<file path="src/rtl/iotmr_pkg.sv">
package iotmr_pkg;
    localparam int              ADDR_W_DEF = 8;
    localparam int              DATA_W_DEF = 8;
    localparam int              CNT_W_DEF  = 32;
    localparam logic [7:0]      BASE_DEF   = 8'h20;
endpackage

</file>
<file path="src/rtl/iotmr_decode.sv">
// Port decoder: base must be aligned to the number of byte lanes.
module iotmr_decode #(
    parameter int                ADDR_W    = 8,
    parameter int                SEL_W     = 2,
    parameter logic [ADDR_W-1:0] BASE_ADDR = 8'h20
) (
    input  logic [ADDR_W-1:0] addr,
    input  logic              rd,
    input  logic              wr,
    output logic              rd_hit,
    output logic [SEL_W-1:0]  lane,
    output logic              clr,
    output logic              cap
);
    logic hit;

    always_comb begin
        hit    = (addr[ADDR_W-1:SEL_W] == BASE_ADDR[ADDR_W-1:SEL_W]);
        lane   = addr[SEL_W-1:0];
        rd_hit = rd && hit;
        clr    = wr && hit && (lane == '0);
        cap    = rd_hit && (lane == '0);
    end
endmodule

</file>
<file path="src/rtl/iotmr_counter.sv">
module iotmr_counter #(
    parameter int CNT_W = 32
) (
    input  logic             clk,
    input  logic             rst_n,
    input  logic             tick,
    input  logic             clr,
    output logic [CNT_W-1:0] cnt
);
    typedef struct packed {
        logic [CNT_W-1:0] cnt;
    } cnt_st_t;

    cnt_st_t st_d, st_q;

    always_comb begin
        st_d = st_q;
        if (clr) begin
            st_d.cnt = '0;
        end else if (tick) begin
            st_d.cnt = st_q.cnt + CNT_W'(1);
        end
    end

    always_ff @(posedge clk) begin
        if (!rst_n) begin
            st_q <= '0;
        end else begin
            st_q <= st_d;
        end
    end

    assign cnt = st_q.cnt;

    a_r1_step: assert property (@(posedge clk) disable iff (!rst_n)
        (tick && !clr) |=> (cnt == $past(cnt) + CNT_W'(1)));
    a_r1_idle: assert property (@(posedge clk) disable iff (!rst_n)
        (!tick && !clr) |=> $stable(cnt));
    a_r3_clear_wins: assert property (@(posedge clk) disable iff (!rst_n)
        clr |=> (cnt == '0));
endmodule

</file>
<file path="src/rtl/iotmr_snapshot.sv">
// Holds only the upper bytes: lane 0 is served from the live count.
module iotmr_snapshot #(
    parameter int CNT_W  = 32,
    parameter int DATA_W = 8,
    parameter int SEL_W  = 2
) (
    input  logic              clk,
    input  logic              rst_n,
    input  logic              cap,
    input  logic              rd_hit,
    input  logic [SEL_W-1:0]  lane,
    input  logic [CNT_W-1:0]  cnt,
    output logic [DATA_W-1:0] dout,
    output logic              oe
);
    localparam int LANES  = CNT_W / DATA_W;
    localparam int HOLD_W = CNT_W - DATA_W;

    typedef struct packed {
        logic [HOLD_W-1:0] hold;
    } snap_st_t;

    snap_st_t st_d, st_q;
    logic [DATA_W-1:0] lane_byte [LANES];

    for (genvar g = 0; g < LANES; g++) begin : g_lane
        if (g == 0) begin : g_live
            assign lane_byte[g] = cnt[DATA_W-1:0];
        end else begin : g_held
            assign lane_byte[g] = st_q.hold[(g-1)*DATA_W +: DATA_W];
        end
    end

    always_comb begin
        st_d = st_q;
        if (cap) begin
            st_d.hold = cnt[CNT_W-1:DATA_W];
        end
        oe   = rd_hit;
        dout = rd_hit ? lane_byte[lane] : '0;
    end

    always_ff @(posedge clk) begin
        if (!rst_n) begin
            st_q <= '0;
        end else begin
            st_q <= st_d;
        end
    end

    a_r5_capture: assert property (@(posedge clk) disable iff (!rst_n)
        cap |=> (st_q.hold == $past(cnt[CNT_W-1:DATA_W])));
    a_r7_hold_kept: assert property (@(posedge clk) disable iff (!rst_n)
        !cap |=> $stable(st_q.hold));
endmodule

</file>
<file path="src/rtl/io_tick_timer.sv">
module io_tick_timer #(
    parameter int                ADDR_W    = iotmr_pkg::ADDR_W_DEF,
    parameter int                DATA_W    = iotmr_pkg::DATA_W_DEF,
    parameter int                CNT_W     = iotmr_pkg::CNT_W_DEF,
    parameter logic [ADDR_W-1:0] BASE_ADDR = ADDR_W'(iotmr_pkg::BASE_DEF)
) (
    input  logic              clk,
    input  logic              rst_n,
    input  logic [ADDR_W-1:0] io_addr,
    input  logic              io_rd,
    input  logic              io_wr,
    input  logic              cnt_tick,
    output logic [DATA_W-1:0] io_dout,
    output logic              io_dout_en
);
    localparam int LANES = CNT_W / DATA_W;
    localparam int SEL_W = $clog2(LANES);

    logic             rd_hit;
    logic [SEL_W-1:0] lane;
    logic             clr;
    logic             cap;
    logic [CNT_W-1:0] cnt;

    iotmr_decode #(
        .ADDR_W    (ADDR_W),
        .SEL_W     (SEL_W),
        .BASE_ADDR (BASE_ADDR)
    ) u_decode (
        .addr   (io_addr),
        .rd     (io_rd),
        .wr     (io_wr),
        .rd_hit (rd_hit),
        .lane   (lane),
        .clr    (clr),
        .cap    (cap)
    );

    iotmr_counter #(
        .CNT_W (CNT_W)
    ) u_counter (
        .clk   (clk),
        .rst_n (rst_n),
        .tick  (cnt_tick),
        .clr   (clr),
        .cnt   (cnt)
    );

    iotmr_snapshot #(
        .CNT_W  (CNT_W),
        .DATA_W (DATA_W),
        .SEL_W  (SEL_W)
    ) u_snapshot (
        .clk    (clk),
        .rst_n  (rst_n),
        .cap    (cap),
        .rd_hit (rd_hit),
        .lane   (lane),
        .cnt    (cnt),
        .dout   (io_dout),
        .oe     (io_dout_en)
    );

    a_r8_enable_range: assert property (@(posedge clk) disable iff (!rst_n)
        io_dout_en |-> (io_rd && (io_addr >= BASE_ADDR)
                        && (io_addr < BASE_ADDR + ADDR_W'(LANES))));
    a_r8_quiet_bus: assert property (@(posedge clk) disable iff (!rst_n)
        !io_dout_en |-> (io_dout == '0));
    a_r9_foreign_write: assert property (@(posedge clk) disable iff (!rst_n)
        (io_wr && !cnt_tick && (io_addr != BASE_ADDR)) |=> $stable(cnt));
endmodule

</file>
<file path="config.mk">
export PLATFORM = sky130hd
export DESIGN_NAME = io_tick_timer
export DESIGN_NICKNAME = d
export VERILOG_FILES = /design/src/rtl/iotmr_pkg.sv /design/src/rtl/iotmr_decode.sv /design/src/rtl/iotmr_counter.sv /design/src/rtl/iotmr_snapshot.sv /design/src/rtl/io_tick_timer.sv
export SDC_FILE = /design/constraint.sdc
export NUM_CORES = 1
export LEC_CHECK = 0
export ABC_AREA = 0
export BUFFER_PORTS_ARGS = -buffer_cell sky130_fd_sc_hd__buf_2
export CAP_MARGIN = 20
export CELL_PAD_IN_SITES_DETAIL_PLACEMENT = 1
export CELL_PAD_IN_SITES_GLOBAL_PLACEMENT = 2
export CORE_AREA = 4 4 86 88
export DETAILED_ROUTE_END_ITERATION = 8
export DIE_AREA = 0 0 90 92
export PLACE_DENSITY = 0.82
export SLEW_MARGIN = 20
export SYNTH_ARGS = -nofsm -noshare
export SYNTH_HDL_FRONTEND = slang
export SYNTH_SLANG_ARGS = --single-unit
</file>
<file path="constraint.sdc">
create_clock -name clk -period 4 [get_ports clk]
set_input_delay 0.4 -clock clk [delete_from_list [all_inputs] [get_ports clk]]
set_output_delay 0.4 -clock clk [all_outputs]
set_load 0.03 [all_outputs]
</file>
# After elaboration in Yosys (flattened, before gate mapping)
# Index checks and enable logic that the tools add are counted.
[classes]
n_addsub = 1
order_cmp = 1
eq_ne = 1
muxes = 4
bitwise_logic = 2
n_reduce_logical = 6
[ops]
columns = ["cell", "n"]
rows = [
  ["$add 32x1->32 const B", 1],
  ["$mux 8", 3],
  ["$bmux 8 s2", 1],
  ["$eq 6x4->1 const B", 1],
  ["$logic_and 1x1->1", 4],
  ["$ge 3x3->1 const B", 1],
  ["$not 2->3", 1],
  ["$logic_not 2->1", 1],
  ["$reduce_or 2->1", 1],
  ["$not 1->1", 1],
]
[totals]
register_bits = 56
input_bits = 13
out_inout_bits = 9
elab_cells = 17

# Depth between registers and ports, before layout
# Gate-level depths: netlist of run 1.
[depth]
depth_word = 5
depth_mapped = 7
depth_no_buf = 5

# Modules after synthesis
# From an unflattened synthesis of run 1, not the netlist that was laid out.
[hier_totals]
hier_cells = 293
hier_area_um2 = 2802.7
[by_module_without_submodules]
columns = ["module", "n_inst", "cells_per_inst", "area_per_inst_um2", "seq_area_each_um2"]
rows = [
  ["iotmr_counter", 1, 178, 1552.7, 640.6],
  ["iotmr_snapshot", 1, 107, 1178.6, 480.5],
  ["iotmr_decode", 1, 8, 71.3, 0.0],
]

# Worst setup path before layout of run 1
# OpenSTA, ideal clock, no wires.
[synth_timing]
path_type = "input-to-output"
startpoint = "input port io_addr[3]"
endpoint = "output port io_dout[0]"
t_arrival_ns = 1.714
t_required_ns = 3.600
setup_slack_ns = 1.886
path_stages = 3
n_path_buf = 0
cell_sequence = "nor4b_1 nand3_1 nor2b_1"
[synth_via]
elab_chain_cells = 3
[synth_lines]
columns = ["item", "line_no", "text"]
rows = [
  ["start: declaration", "io_tick_timer.sv:9", "input logic [ADDR_W-1:0] io_addr,"],
  ["$eq 6x4->1", "iotmr_decode.sv:18", "hit = (addr[ADDR_W-1:SEL_W] == BASE_ADDR[ADDR_W-1:SEL_W]);"],
  ["$logic_and 1x1->1", "iotmr_decode.sv:20", "rd_hit = rd && hit;"],
  ["$mux 8", "iotmr_snapshot.sv:40", "dout = rd_hit ? lane_byte[lane] : '0;"],
  ["end: declaration", "io_tick_timer.sv:13", "output logic [DATA_W-1:0] io_dout,"],
]
# No other way between the ends.

# Worst setup path after layout of run 1
[layout_timing]
startpoint = "register u_counter.st_q (netlist bit u_counter.cnt[0])"
endpoint = "register u_counter.st_q (netlist bit u_counter.cnt[20])"
[layout_via]
elab_chain_cells = 1
[layout_lines]
columns = ["item", "line_no", "text"]
rows = [
  ["start: declaration", "iotmr_counter.sv:14", "cnt_st_t st_d, st_q;"],
  ["start signal: assignment", "iotmr_counter.sv:29", "st_q <= st_d;"],
  ["$add 32x1->32", "iotmr_counter.sv:21", "st_d.cnt = st_q.cnt + CNT_W'(1);"],
]
# No other way between the ends.
# A chain may end at the register's enable or synchronous reset.

==> results of run 1 <==
[cells by family (layout without fill, tap and decap cells)]
| group | after synthesis | after routing |
|---|---|---|
| simple gates | 112 | 112 |
| flops | 56 | 56 |
| compound gates | 41 | 41 |
| mux | 34 | 34 |
| buf+inv | 25 | 38 |
| xor+xnor | 10 | 10 |
| fa+ha+maj | 1 | 1 |
[worst register-to-register path: cells and delay by family (launching register included)]
kind / cells / cell delay [ns]
adder cells (fa/ha/maj): 1 / 0.21
flip-flops: 1 / 0.47
AO/OA/AOI/OAI: 1 / 0.15
AND/OR/NAND/NOR: 3 / 1.42
[how the worst max path moves through the flow]
stage | end | from | cells past startpoint | slack, ns
after CTS | u_counter.cnt[20] | u_counter.cnt[0] | 5 | 1.63
after detailed placement | u_counter.cnt[16] | u_counter.cnt[0] | 5 | 1.68
after floorplan | io_dout[0] | io_addr[3] | 3 | 1.89
after global routing | io_dout[1] | io_addr[3] | 5 | 1.49
after global placement | u_counter.cnt[11] | io_addr[3] | 5 | 1.65
final | u_counter.cnt[20] | u_counter.cnt[0] | 5 | 1.66
[flip-flops by register name, summed over array words and instances, names as in the netlist]
signal,flops
u_counter.cnt,32
u_snapshot.st_q,24
[area by class of cell]
type | instances | area share, %
repair buffers | 22 | 3.94
clock buffers | 5 | 2.41
inverters | 8 | 1.05
well taps | 80 | 3.50
clock inverters | 3 | 1.49
flip-flops and latches | 56 | 39.2
multi-input cells | 198 | 48.4
[metrics by stage]
step | total power [mW] | util [%] | worst slack, ns
4_1_cts | 0.989 | 43.1 | 1.63
3_3_place_gp | 0.610 | 41.3 | 1.65
6_report | 0.975 | 43.1 | 1.66
5_1_grt | 1.02 | 43.1 | 1.49
3_5_place_dp | 0.611 | 41.4 | 1.68
2_1_floorplan | 0.599 | - | 1.89
[per-layer routing]
layer / track usage, % / vias up / part of all wire, %
met3: 3.53 / 14 / 3.5
met4: 7.78 / 0 / 2.9
met2: 24.5 / 38 / 45
li1: - / 1042 / -
met5: 0 / - / 0
met1: 20.7 / 1047 / 48
[cells in the mapped netlist, drive strengths merged]
| master | number |
|---|---|
| o21ai | 6 |
| or3 | 7 |
| or4 | 17 |
| mux4 | 8 |
| dfxtp | 56 |
| inv | 8 |
| nor3b | 1 |
| nor2b | 8 |
| nand2b | 1 |
| nand3 | 9 |
| nor4 | 1 |
| nor2 | 38 |
| nor3 | 4 |
| a21oi | 20 |
| nand2 | 13 |
| nand4 | 10 |
| xor2 | 3 |
| ha | 1 |
| o31ai | 14 |
| clkbuf | 11 |
| mux2i | 26 |
| and4 | 2 |
| a31oi | 1 |
| nor4b | 1 |
| xnor2 | 7 |
| buf | 6 |
[report_power, final]
| group | internal [mW] | switching (mW) |
|---|---|---|
| clock network | 0.186 | 0.193 |
| registers | 0.559 | 0.00416 |
| logic | 0.0130 | 0.0202 |
| total | 0.758 | 0.217 |
==> flow_summary.json, run 1 <==
{
  "worst-setup-path-type": "reg2reg",
  "hp-class": "in2reg",
  "syn_nets": 293,
  "drive_above_1_share_pct": 14.4,
  "hold_viol": 0,
  "synth_fa_ha_area_share_pct": 0.478,
  "clkTransAtPathRegs_ns": 0.10,
  "synth_cell_types": 31,
  "clock_sinks": 56,
  "startpoint_type": "flop",
  "netlist.top_cell.by_area": "dfxtp_1",
  "min-delay-start": "cnt_tick",
  "fin_crit_ns": 2.34,
  "r2r_setup_slack_ns": 1.66,
  "netlist_instances": 279,
  "whs_path_depth": 3,
  "placed_area_mm2": 0.00275,
  "numPlacedInstances": 364,
  "nets": 305,
  "grt_pass1_wl_mm": 10.6,
  "place_congestion": 0.776,
  "cp.required_ns": 4.23,
  "grt-ovfl-total": 0,
  "synth-compound-area-share_pct": 9.22,
  "initial_core_util_pct": 39.4,
  "vias_per_cell": 5.76,
  "ir_drop_uv": 162,
  "final_common_cell": "dfxtp_1",
  "synth_top_family_by_area": "simple AND/OR/NAND/NOR gates",
  "die_area_mm2": 0.00828,
  "ant_nets": 0,
  "clock.fmax_mhz": 427,
  "arrival_ns": 2.57,
  "synthXorXnorAreaFrac_pct": 3.34,
  "grt_usage_pct": 15.8,
  "reg2reg_depth": 5,
  "first_iter_violations": 113,
  "hold_buffers": 0,
  "antenna_found_initial": 0,
  "ys_top_cells_by_area": "dfxtp_1, mux2i_1, mux4_2",
  "vias": 2141,
  "holdWs_ns": 0.421,
  "htreeDepth": 2,
  "worstPathCellList": "ha_1 -> nand4_1 -> or4_4 -> or4_1 -> a21oi_1",
  "power.static_leakage_nw": 1.10,
  "relSlewSlack_pct": 48.8,
  "avgSynthCellArea_um2": 9.39,
  "insertedDiodeCount": 0,
  "synth_simple_gate_area_share_pct": 22.9,
  "slowest_delay_ns": 0.63,
  "fin_area_mm2": 0.00286,
  "numCtsBuffers": 5,
  "avgRoutedWirePerCell_um": 16.9,
  "period_share_pct": 58.5,
  "fin_tns_setup_ns": 0,
  "synthMuxAreaShare_pct": 16.8,
  "io_buffers": 21,
  "critical_path.top_delay_family": "simple AND/OR/NAND/NOR gates",
  "rows": 30,
  "cts_resized": 0,
  "drv_cap": 0,
  "yosysSeqAreaShare_pct": 42.8,
  "drc": 0,
  "ys_ff_latch": 56,
  "synth_area_mm2": 0.00262,
  "nFillCells": 796,
  "grt_pass1_vias": 2140,
  "root_buffer": "clkbuf_8",
  "r2r_end": "u_counter.cnt[20]",
  "worstPathMaxFanout": 20,
  "finalNonFillerCells": 372,
  "cts_tree": "yes",
  "die_y_um": 92,
  "multiInputGateArea_mm2": 0.00139,
  "crit_path_end_kind": "flop",
  "place_hpwl_mm": 4.47,
  "syn_to_final_growth_pct": 9.17,
  "r2r_start": "u_counter.cnt[0]",
  "status": "complete, no violations",
  "cts_setup_buffers": 0,
  "clk_latency_ns": 0.31,
  "slew_violations": 0,
  "coreArea_mm2": 0.00664,
  "tightestPinTransition_ns": 0.767,
  "wl_mm": 6.28,
  "mostFrequentLayoutCells": "dfxtp_1, nor2_1, mux2i_1",
  "clockBufferDepth": 2,
  "grt_setup_unrepaired": "false",
  "crit_buf_inv": 0,
  "grt_max_degree": 32,
  "fp.dieW_um": 90,
  "netlist.area_leader.share_pct": 42.8,
  "seqCellArea_mm2": 0.00112,
  "worstHoldEndpoint": "u_counter.cnt[0]",
  "firstDrtPassIters": 4,
  "yosys_warnings": 0,
  "cp_slowest_cell": "or4_4",
  "power_density_mw_per_mm2": 341,
  "fin_skew_ns": 0.00828,
  "pin_count": 22,
  "setup-violations-final": 0
}
(Power assumes the default switching activity.)
==> inputs of run 2 (changes only) <==
CORE_AREA = 4 4 95 97   (was 4 4 86 88)
DIE_AREA = 0 0 99 101   (was 0 0 90 92)
PLACE_DENSITY = 0.72   (was 0.82)
clock period = 2.05 ns   (was 4 ns; I/O delays follow)
==> run 2 against run 1 <==
The flow now finishes with violations (negative setup slack). Critical endpoint is now u_counter.cnt[14]. Sequential share of layout area shrank 4.2 points. Sequential cell count is the same. Clock-buffer cell count grew 1. Utilization shrank 3.3 points. Largest cell class unchanged. Worst hold slack lost 0.17 ns. Final cell count grew 15%.
==> flow_summary.json, run 2 (synthesized netlist as in run 1, its figures left out) <==
{
  "drive_above_1_share_pct": 28.3,
  "insertedDiodeCount": 0,
  "fin_crit_ns": 2.05,
  "r2r_setup_slack_ns": -0.0007,
  "place_congestion": 0.750,
  "largest_reg_flops": 32,
  "drc": 0,
  "place_hpwl_mm": 4.85,
  "setup_slack_ns": -0.000729,
  "startpoint_type": "flop",
  "die_area_mm2": 0.0100,
  "status": "finished, violations left",
  "power_mw": 1.92,
  "drv_cap": 0,
  "hold_viol": 0,
  "grt_busiest_layer": "met2",
  "grt_pass1_vias": 2235,
  "clock.fmax_mhz": 488,
  "clk_latency_ns": 0.31,
  "arrival_ns": 2.30,
  "hold_buffers": 0,
  "nFillCells": 943,
  "use_met2_pct": 25.4,
  "numCtsBuffers": 5,
  "io_buffers": 21,
  "hp-class": "in2reg",
  "antenna_found_initial": 0,
  "root_buffer": "clkbuf_8",
  "coreArea_mm2": 0.00813,
  "wl_mm": 7.48,
  "grt_max_degree": 32,
  "pin_count": 22,
  "first_iter_violations": 84,
  "ir_drop_uv": 284,
  "grt_pass1_wl_mm": 12.1,
  "power_density_mw_per_mm2": 594,
  "critical_path.top_delay_family": "simple AND/OR/NAND/NOR gates",
  "clock_sinks": 56,
  "setup-violations-final": 1,
  "crit_path_end_kind": "flop",
  "mostFrequentLayoutCells": "dfxtp_1, nor2_1, buf_4",
  "violations": "negative setup slack",
  "relSlewSlack_pct": 69.4,
  "place_ws_ns": 0.0325,
  "period_share_pct": 100,
  "crit_buf_inv": 2,
  "nets": 335,
  "gr-usage-met1_pct": 20.9,
  "final_common_cell": "dfxtp_1",
  "holdWs_ns": 0.250,
  "avgRoutedWirePerCell_um": 17.5,
  "tightestPinTransition_ns": 0.458,
  "worstPathMaxFanout": 8,
  "cp.required_ns": 2.30,
  "worstPathCellList": "ha_4 -> nand4_1 -> or4_4 -> buf_12 -> buf_4 -> or3_1 -> a21oi_2",
  "grt_usage_pct": 15.5,
  "grt_setup_unrepaired": "true",
  "cp_slowest_cell": "or4_4",
  "htreeDepth": 2,
  "syn_to_final_growth_pct": 23.4,
  "clockBufferDepth": 2,
  "vias_per_cell": 5.23,
  "fin_skew_ns": 0.0104,
  "rows": 33,
  "slew_violations": 0,
  "clkTransAtPathRegs_ns": 0.10,
  "die_y_um": 101,
  "fp.dieW_um": 99,
  "use_met3_pct": 2.84,
  "initial_core_util_pct": 32.2,
  "grt-ovfl-total": 0,
  "firstDrtPassIters": 4,
  "slowest_delay_ns": 0.57,
  "power.static_leakage_nw": 1.27,
  "vias": 2232,
  "worst-setup-path-type": "reg2reg",
  "ant_nets": 0,
  "cts_tree": "yes"
}
run 2: changes by cell type in the layout (fill, tap and decap cells not counted), moves of 5 or more:
| cell | previous run | this run |
|---|---|---|
| a21oi_1 | 20 | 13 |
| a21oi_2 | 0 | 7 |
| buf_4 | 1 | 27 |
| dfxtp_1 | 56 | 49 |
| dfxtp_2 | 0 | 7 |
| or4_4 | 2 | 7 |
run 2: cell type report:
cell class              instances  area, um^2  share of cell area, %
clock inverters                 2        35.0                   1.08
flip-flops and latches         56        1130                   35.0
inverters                       8        30.0                  0.929
clock buffers                   6        72.6                   2.25
repair buffers                 51         359                   11.1
well taps                     105         131                   4.07
multi-input cells             199        1470                   45.6
run 2: power by group:
| part | internal [mW] | switching [mW] | total [mW] |
|---|---|---|---|
| combinational | 0.0417 | 0.0525 | 0.0942 |
| clock | 0.364 | 0.365 | 0.729 |
| sequential | 1.09 | 0.00515 | 1.10 |
run 2: per-stage QoR:
step	cells	util [%]	setup TNS, ns	area, um^2
floorplan	279	-	0	2620
global placement	410	36.2	0	2950
detailed placement	410	36.2	0	2950
CTS	420	37.9	0	3080
global route	427	39.7	-0.404	3230
finish	427	39.7	-0.000729	3230
run 2: what timing repair did:
item                                    in CTS  in global routing
setup buffers                                1                  7
resized for setup                            1                 25
endpoints found under the hold margin        0                  0
cloned                                       1                  0
pin swaps                                    3                 15
endpoints found under the setup margin       2                 20
run 2: worst min-delay path: stages:
cell and delay, ns:
buf_2 0.16, xnor2_1 0.09, nor2_1 0.07
run 2: metal layers:
metal / share of wire, % / vias to the layer above
met4: 1.7 / 0
met5: 0 / -
met2: 46 / 31
met3: 3.0 / 9
li1: - / 1103
met1: 50 / 1089
run 2: path summary, 6_finish.rpt:
path	endpoint	depth (start not counted)	from
worst min register to register	u_counter.cnt[31]	2	u_counter.cnt[31]
worst min-delay path	u_counter.cnt[0]	3	cnt_tick
worst max register to register	u_counter.cnt[14]	7	u_counter.cnt[0]
worst max-delay path	u_counter.cnt[14]	7	u_counter.cnt[0]
